$ cat config.mk
export PLATFORM = sky130hd
export DESIGN_NAME = nvm_prot_gate
export DESIGN_NICKNAME = d
export VERILOG_FILES = /design/src/rtl/nvm_prot_pkg.sv /design/src/rtl/nvm_prot_capture.sv /design/src/rtl/nvm_erase_arbiter.sv /design/src/rtl/nvm_cfg_write_gate.sv /design/src/rtl/nvm_prot_gate.sv
export SDC_FILE = /design/constraint.sdc
export NUM_CORES = 1
export LEC_CHECK = 0
export CORE_MARGIN = 2
export CORE_UTILIZATION = 27
export CTS_BUF_LIST = sky130_fd_sc_hd__clkbuf_8
export DETAILED_ROUTE_END_ITERATION = 7
export PLACE_DENSITY = 0.81
export SLEW_MARGIN = 20
export SYNTH_ARGS = -nofsm -noshare
export SYNTH_HDL_FRONTEND = slang
export SYNTH_SLANG_ARGS = --single-unit
$ cat constraint.sdc
create_clock -name clk -period 1.15 [get_ports clk]
set_input_delay 0.23 -clock clk [delete_from_list [all_inputs] [get_ports clk]]
set_output_delay 0.23 -clock clk [all_outputs]
set_load 0.02 [all_outputs]
$ cat src/rtl/nvm_prot_pkg.sv
package nvm_prot_pkg;

    typedef enum logic [0:0] {
        ST_SAMPLE = 1'b0,
        ST_OPEN   = 1'b1
    } cap_state_t;

    typedef struct packed {
        logic sec_ap;
        logic ap;
        logic erase_prot;
    } prot_bits_t;

    localparam int unsigned KEY_W   = 28;
    localparam logic [KEY_W-1:0] SET_KEY = 28'hAFBE5A7;

endpackage

$ cat src/rtl/nvm_prot_capture.sv
module nvm_prot_capture
    import nvm_prot_pkg::*;
(
    input  logic       clk,
    input  logic       rst_n,
    input  prot_bits_t raw_i,
    output prot_bits_t prot_o,
    output logic       ready_o
);

    cap_state_t state_q, state_d;
    prot_bits_t prot_q;

    always_ff @(posedge clk or negedge rst_n) begin
        if (!rst_n) begin
            state_q <= ST_SAMPLE;
        end else begin
            state_q <= state_d;
        end
    end

    always_comb begin
        state_d = state_q;
        unique case (state_q)
            ST_SAMPLE: state_d = ST_OPEN;
            ST_OPEN:   state_d = ST_OPEN;
            default:   state_d = ST_SAMPLE;
        endcase
    end

    always_ff @(posedge clk or negedge rst_n) begin
        if (!rst_n) begin
            prot_q <= '0;
        end else if (state_q == ST_SAMPLE) begin
            prot_q <= raw_i;
        end
    end

    always_comb begin
        prot_o  = prot_q;
        ready_o = (state_q == ST_OPEN);
    end

    AST_BITS_FROZEN: assert property (@(posedge clk) disable iff (!rst_n)
        (ready_o && $past(ready_o)) |-> $stable(prot_q));

    AST_READY_HOLDS: assert property (@(posedge clk) disable iff (!rst_n)
        $past(ready_o) |-> ready_o);

endmodule

$ cat src/rtl/nvm_erase_arbiter.sv
module nvm_erase_arbiter
    import nvm_prot_pkg::*;
(
    input  logic       clk,
    input  logic       rst_n,
    input  logic       ready_i,
    input  prot_bits_t prot_i,
    input  logic       sw_req_i,
    input  logic       erase_mode_i,
    input  logic       dbg_req_i,
    output logic       sw_grant_o,
    output logic       sw_err_o,
    output logic       dbg_grant_o,
    output logic       dbg_deny_o
);

    logic sw_ok;
    logic dbg_ok;

    always_comb begin
        sw_ok  = ready_i && erase_mode_i
                 && !(prot_i.sec_ap || prot_i.ap || prot_i.erase_prot);
        dbg_ok = ready_i && !prot_i.erase_prot;
    end

    always_ff @(posedge clk or negedge rst_n) begin
        if (!rst_n) begin
            sw_grant_o  <= 1'b0;
            sw_err_o    <= 1'b0;
            dbg_grant_o <= 1'b0;
            dbg_deny_o  <= 1'b0;
        end else begin
            sw_grant_o  <= sw_req_i  &&  sw_ok;
            sw_err_o    <= sw_req_i  && !sw_ok;
            dbg_grant_o <= dbg_req_i &&  dbg_ok;
            dbg_deny_o  <= dbg_req_i && !dbg_ok;
        end
    end

    AST_SW_NEEDS_CLEAR: assert property (@(posedge clk) disable iff (!rst_n)
        sw_grant_o |-> !(prot_i.sec_ap || prot_i.ap || prot_i.erase_prot));

    AST_EP_BLOCKS_DBG: assert property (@(posedge clk) disable iff (!rst_n)
        ($past(dbg_req_i) && prot_i.erase_prot) |-> !dbg_grant_o);

    AST_SW_NEEDS_MODE: assert property (@(posedge clk) disable iff (!rst_n)
        sw_grant_o |-> $past(erase_mode_i));

    AST_SW_ONE_OUTCOME: assert property (@(posedge clk) disable iff (!rst_n)
        $past(sw_req_i) |-> (sw_grant_o != sw_err_o));

    AST_SW_NO_SPURIOUS: assert property (@(posedge clk) disable iff (!rst_n)
        !$past(sw_req_i) |-> !(sw_grant_o || sw_err_o));

    AST_DBG_ONE_OUTCOME: assert property (@(posedge clk) disable iff (!rst_n)
        $past(dbg_req_i) |-> (dbg_grant_o != dbg_deny_o));

endmodule

$ cat src/rtl/nvm_cfg_write_gate.sv
module nvm_cfg_write_gate
    import nvm_prot_pkg::*;
#(
    parameter int unsigned DATA_W = 32
) (
    input  logic              clk,
    input  logic              rst_n,
    input  logic              ready_i,
    input  logic              cfg_req_i,
    input  logic              cfg_secure_i,
    input  logic              key_wr_i,
    input  logic [DATA_W-1:0] key_wdata_i,
    output logic              cfg_grant_o,
    output logic              cfg_fault_o,
    output logic              ap_req_o,
    output logic [DATA_W-1:0] ap_data_o
);

    localparam int unsigned KEY_LSB = DATA_W - KEY_W;

    logic key_match;
    logic cfg_ok;
    logic key_unused;

    always_comb begin
        key_match  = (key_wdata_i[DATA_W-1:KEY_LSB] == SET_KEY) && key_wdata_i[0];
        cfg_ok     = ready_i && cfg_secure_i;
        key_unused = ^key_wdata_i[KEY_LSB-1:1];
        ap_data_o  = '0;
    end

    always_ff @(posedge clk or negedge rst_n) begin
        if (!rst_n) begin
            cfg_grant_o <= 1'b0;
            cfg_fault_o <= 1'b0;
            ap_req_o    <= 1'b0;
        end else begin
            cfg_grant_o <= cfg_req_i &&  cfg_ok;
            cfg_fault_o <= cfg_req_i && !cfg_ok;
            ap_req_o    <= key_wr_i && ready_i && key_match;
        end
    end

    AST_NS_WRITE_FAULTS: assert property (@(posedge clk) disable iff (!rst_n)
        $past(cfg_req_i && !cfg_secure_i) |-> (cfg_fault_o && !cfg_grant_o));

    AST_KEY_REQ_SOURCE: assert property (@(posedge clk) disable iff (!rst_n)
        ap_req_o |-> ($past(key_wr_i) && $past(key_wdata_i[0])));

    AST_BAD_KEY_IGNORED: assert property (@(posedge clk) disable iff (!rst_n)
        ($past(key_wr_i) && ($past(key_wdata_i[DATA_W-1:KEY_LSB]) != SET_KEY))
        |-> !ap_req_o);

    AST_AP_PULSE: assert property (@(posedge clk) disable iff (!rst_n)
        !$past(key_wr_i) |-> !ap_req_o);

endmodule

$ cat src/rtl/nvm_prot_gate.sv
module nvm_prot_gate
    import nvm_prot_pkg::*;
#(
    parameter int unsigned DATA_W = 32
) (
    input  logic              clk,
    input  logic              rst_n,
    input  logic              cfg_sec_ap_i,
    input  logic              cfg_ap_i,
    input  logic              cfg_erase_prot_i,
    input  logic              sw_erase_req_i,
    input  logic              erase_mode_i,
    input  logic              dbg_erase_req_i,
    input  logic              cfg_wr_req_i,
    input  logic              cfg_wr_secure_i,
    input  logic              key_wr_i,
    input  logic [DATA_W-1:0] key_wdata_i,
    output logic              prot_ready_o,
    output logic              sw_erase_grant_o,
    output logic              sw_erase_err_o,
    output logic              dbg_erase_grant_o,
    output logic              dbg_erase_deny_o,
    output logic              cfg_wr_grant_o,
    output logic              cfg_wr_fault_o,
    output logic              ap_prog_req_o,
    output logic [DATA_W-1:0] ap_prog_data_o
);

    prot_bits_t raw_bits;
    prot_bits_t prot_bits;
    logic       ready;

    always_comb begin
        raw_bits.sec_ap     = cfg_sec_ap_i;
        raw_bits.ap         = cfg_ap_i;
        raw_bits.erase_prot = cfg_erase_prot_i;
        prot_ready_o        = ready;
    end

    nvm_prot_capture u_capture (
        .clk     (clk),
        .rst_n   (rst_n),
        .raw_i   (raw_bits),
        .prot_o  (prot_bits),
        .ready_o (ready)
    );

    nvm_erase_arbiter u_erase (
        .clk          (clk),
        .rst_n        (rst_n),
        .ready_i      (ready),
        .prot_i       (prot_bits),
        .sw_req_i     (sw_erase_req_i),
        .erase_mode_i (erase_mode_i),
        .dbg_req_i    (dbg_erase_req_i),
        .sw_grant_o   (sw_erase_grant_o),
        .sw_err_o     (sw_erase_err_o),
        .dbg_grant_o  (dbg_erase_grant_o),
        .dbg_deny_o   (dbg_erase_deny_o)
    );

    nvm_cfg_write_gate #(.DATA_W(DATA_W)) u_cfgwr (
        .clk          (clk),
        .rst_n        (rst_n),
        .ready_i      (ready),
        .cfg_req_i    (cfg_wr_req_i),
        .cfg_secure_i (cfg_wr_secure_i),
        .key_wr_i     (key_wr_i),
        .key_wdata_i  (key_wdata_i),
        .cfg_grant_o  (cfg_wr_grant_o),
        .cfg_fault_o  (cfg_wr_fault_o),
        .ap_req_o     (ap_prog_req_o),
        .ap_data_o    (ap_prog_data_o)
    );

    AST_NO_GRANT_BEFORE_CAPTURE: assert property (@(posedge clk) disable iff (!rst_n)
        !$past(ready) |-> !(sw_erase_grant_o || dbg_erase_grant_o
                            || cfg_wr_grant_o || ap_prog_req_o));

endmodule

==> qor.yml <==
global_routing:
  grt_use_met1_pct: 8.046
  grt.met2_usage_pct: 21.03
  grt_overflow: 0
  grt_usage_pct: 10.29
  grt_pass1_vias: 534
  grt_antenna_before_repair: 0
  grt_pass1_wl_um: 2152
  use_met3_pct: 2.957
  busiest_layer: "met2"
  grt_max_degree: 8
synthesis:
  ys_seq_area_share_pct: 38.94
  synth.avg_cell_area_um2: 10.25
  synth.distinct_cells: 18
  synth_fa_ha_area_share_pct: 0
  synthXorXnorAreaFrac_pct: 0
  syn_area_um2: 706.9
  synth_top_cell_by_area: "dfrtp_1"
  yosysTopAreaCellShare_pct: 38.94
  yosysWarnings: 0
  synthTopCellsByArea: "dfrtp_1 (39%), buf_4 (34%), mux2_2 (4.8%), nor4bb_1 (2.8%), nor4_1 (2.7%)"
  synthSimpleGateAreaFrac_pct: 16.99
  synth_top_family_by_area: "buffers and inverters"
  synth_compound_area_share_pct: 2.124
  synthCells: 69
  synth-seq-cells: 11
  muxShareOfSynthArea_pct: 4.779
pwr:
  p_per_area_nw_per_um2: 938.8
  power.switching_mw: 0.2854
  ir_drop_mv: 0.5459
  p_comb_share_pct: 28.9
  total_power_mw: 1.086
  pwr-share-seq_pct: 38.8
  power_frac_clock_pct: 32.3
  internal_power_mw: 0.8011
  netSwitchingFraction_pct: 26.26
  p_leak_nw: 0.5373
routing:
  via_per_inst: 3.762
  drtIter0Drc: 1
  remaining_drc_errors: 0
  wirelength_um: 1550
  postRouteAntennaNets: 0
  via_count: 568
  wl_per_cell_um: 10.26
  drt-pass1-iter-count: 4
clocking:
  cts.clk_slew.worst_paths_ns: 0.05
  cts_buffers: 3
  cts_root_buf: "clkbuf_8"
  post_cts_buffers: 0
  clockBufferDepth: 2
  cts_tree: "built"
  htreeDepth: 1
  clk_latency_ns: 0.23
  cts.sinks: 11
floorplan:
  num_rows: 18
  core_um2: 2477
  die_w_um: 55.17
  io_pins: 83
  start_util_pct: 28.54
  dieHeight_um: 55.17
  dieArea_um2: 3044
place:
  place_area_um2: 1104
  numPortBuffers: 47
  place_hpwl_um: 1407
  gp_congestion: 0.6627
  dp_cells: 147
  place_worst_setup_slack_ns: -0.1946
finish:
  final_common_cell: "clkdlybuf4s50_1"
  fill_cells: 229
  nets: 165
  drive_above_1_share_pct: 12.40
  fin_cells: 151
  antennaDiodeCount: 0
  multi_input_area_um2: 305.3
  final_area_um2: 1157
  ff_latch_area_um2: 276.5
  mostFrequentLayoutCells: "clkdlybuf4s50_1 (39), conb_1 (33), dfrtp_1 (10)"
  areaGrowthSynthToFinish_pct: 63.72
  post-route-util_pct: 46.72
timing:
  period_share_pct: 97.36
  final.setup_skew_ns: 0.004056
  tns_ns: 0
  postLayoutSetupSlackWorst_ns: 0.03039
  slew_viol_final: 0
  grt_setup_unrepaired: "true"
  fin_crit_ns: 1.120
  setup_violations: 0
  holdWs_ns: 0.2124
  hold_viol: 0
  fmax_mhz: 893.2
min_path:
  hold_path_class: "input port to async pin"
worst_setup_path:
  cp-start-kind: "flip-flop"
  end_kind: "output pin"
  critical_path_class: "flip-flop to output pin"
  path_buf_inv: 1
  worstPathCellList: "dlygate4sd2_1"
  arrival_ns: 0.89
  cp_max_fo: 1
  critPathSlowestCell: "dfrtp_1"
  max_stage_delay_ns: 0.35
  crit_family: "flip-flops"
  worstPathRequired_ns: 0.92
run:
  drv_cap: 0
outcome:
  status: "complete, no violations"
[path summary, 6_finish.rpt]
kind                       depth (start not counted)  slack [ns]                   to                start
min in group clk                                   1        0.51  u_capture.prot_o[1]  u_capture.prot_o[1]
max in group asynchronous                          2        0.59  u_capture.prot_o[1]                rst_n
max reg2reg                                        4        0.07     u_cfgwr.ap_req_o    u_capture.ready_o
min reg2reg                                        1        0.51  u_capture.prot_o[1]  u_capture.prot_o[1]
min                                                1        0.21     u_cfgwr.ap_req_o                rst_n
max                                                1        0.03       cfg_wr_grant_o  u_cfgwr.cfg_grant_o
[kinds of logic (layout without fill, tap and decap cells)]
kind of cell,after synthesis,in the layout
AO/OA/AOI/OAI,2,2
flip-flops,11,11
other,2,33
buffers and inverters,34,55
AND/OR/NAND/NOR,17,17
multiplexers,3,3
[registers in the layout (all words and copies together), names as in the netlist]
register             cells
u_erase.dbg_grant_o      1
u_erase.sw_err_o         1
u_cfgwr.cfg_grant_o      1
u_erase.sw_grant_o       1
u_cfgwr.cfg_fault_o      1
u_erase.dbg_deny_o       1
u_capture.prot_o         3
u_capture.ready_o        1
u_cfgwr.ap_req_o         1
[final cells by class]
class,count,share of cell area [%]
tap,30,3.243
clock inverter,1,0.3243
sequential,11,23.89
multi-input combinational,55,26.38
clock buffer,3,3.568
inverter,1,0.3243
timing repair buffer,50,42.27
[layer usage]
metal / vias to the layer above / routed length (µm)
met5: - / 0
met4: 0 / 17
met3: 2 / 181
met2: 40 / 863
met1: 257 / 488
li1: 269 / -
[Yosys cell counts]
| library cell | instances |
|---|---|
| nor2b_1 | 1 |
| a21boi_0 | 2 |
| inv_1 | 1 |
| nand2_1 | 2 |
| and4_1 | 1 |
| nand4bb_1 | 1 |
| conb_1 | 2 |
| and2_1 | 1 |
| nor4bb_1 | 2 |
| nand4b_1 | 1 |
| nor4_1 | 3 |
| mux2_2 | 3 |
| dfrtp_1 | 11 |
| nand4_1 | 2 |
| nand3_1 | 1 |
| buf_6 | 1 |
| and3_2 | 2 |
| buf_4 | 32 |
[power by group through the flow]
stage | clock network (mW) | logic, mW | registers (mW)
6_report | 0.351 | 0.314 | 0.421
5_1_grt | 0.396 | 0.337 | 0.422
4_1_cts | 0.365 | 0.310 | 0.420
3_5_place_dp | 0 | 0.318 | 0.427
3_3_place_gp | 0 | 0.312 | 0.426
2_1_floorplan | 0 | 0.210 | 0.442
[timing repair]
action,CTS,global route
pin swaps,0,1
resized for setup,9,9
hold buffers,0,0
setup endpoints to repair,8,7
(Power assumes the default switching activity.)
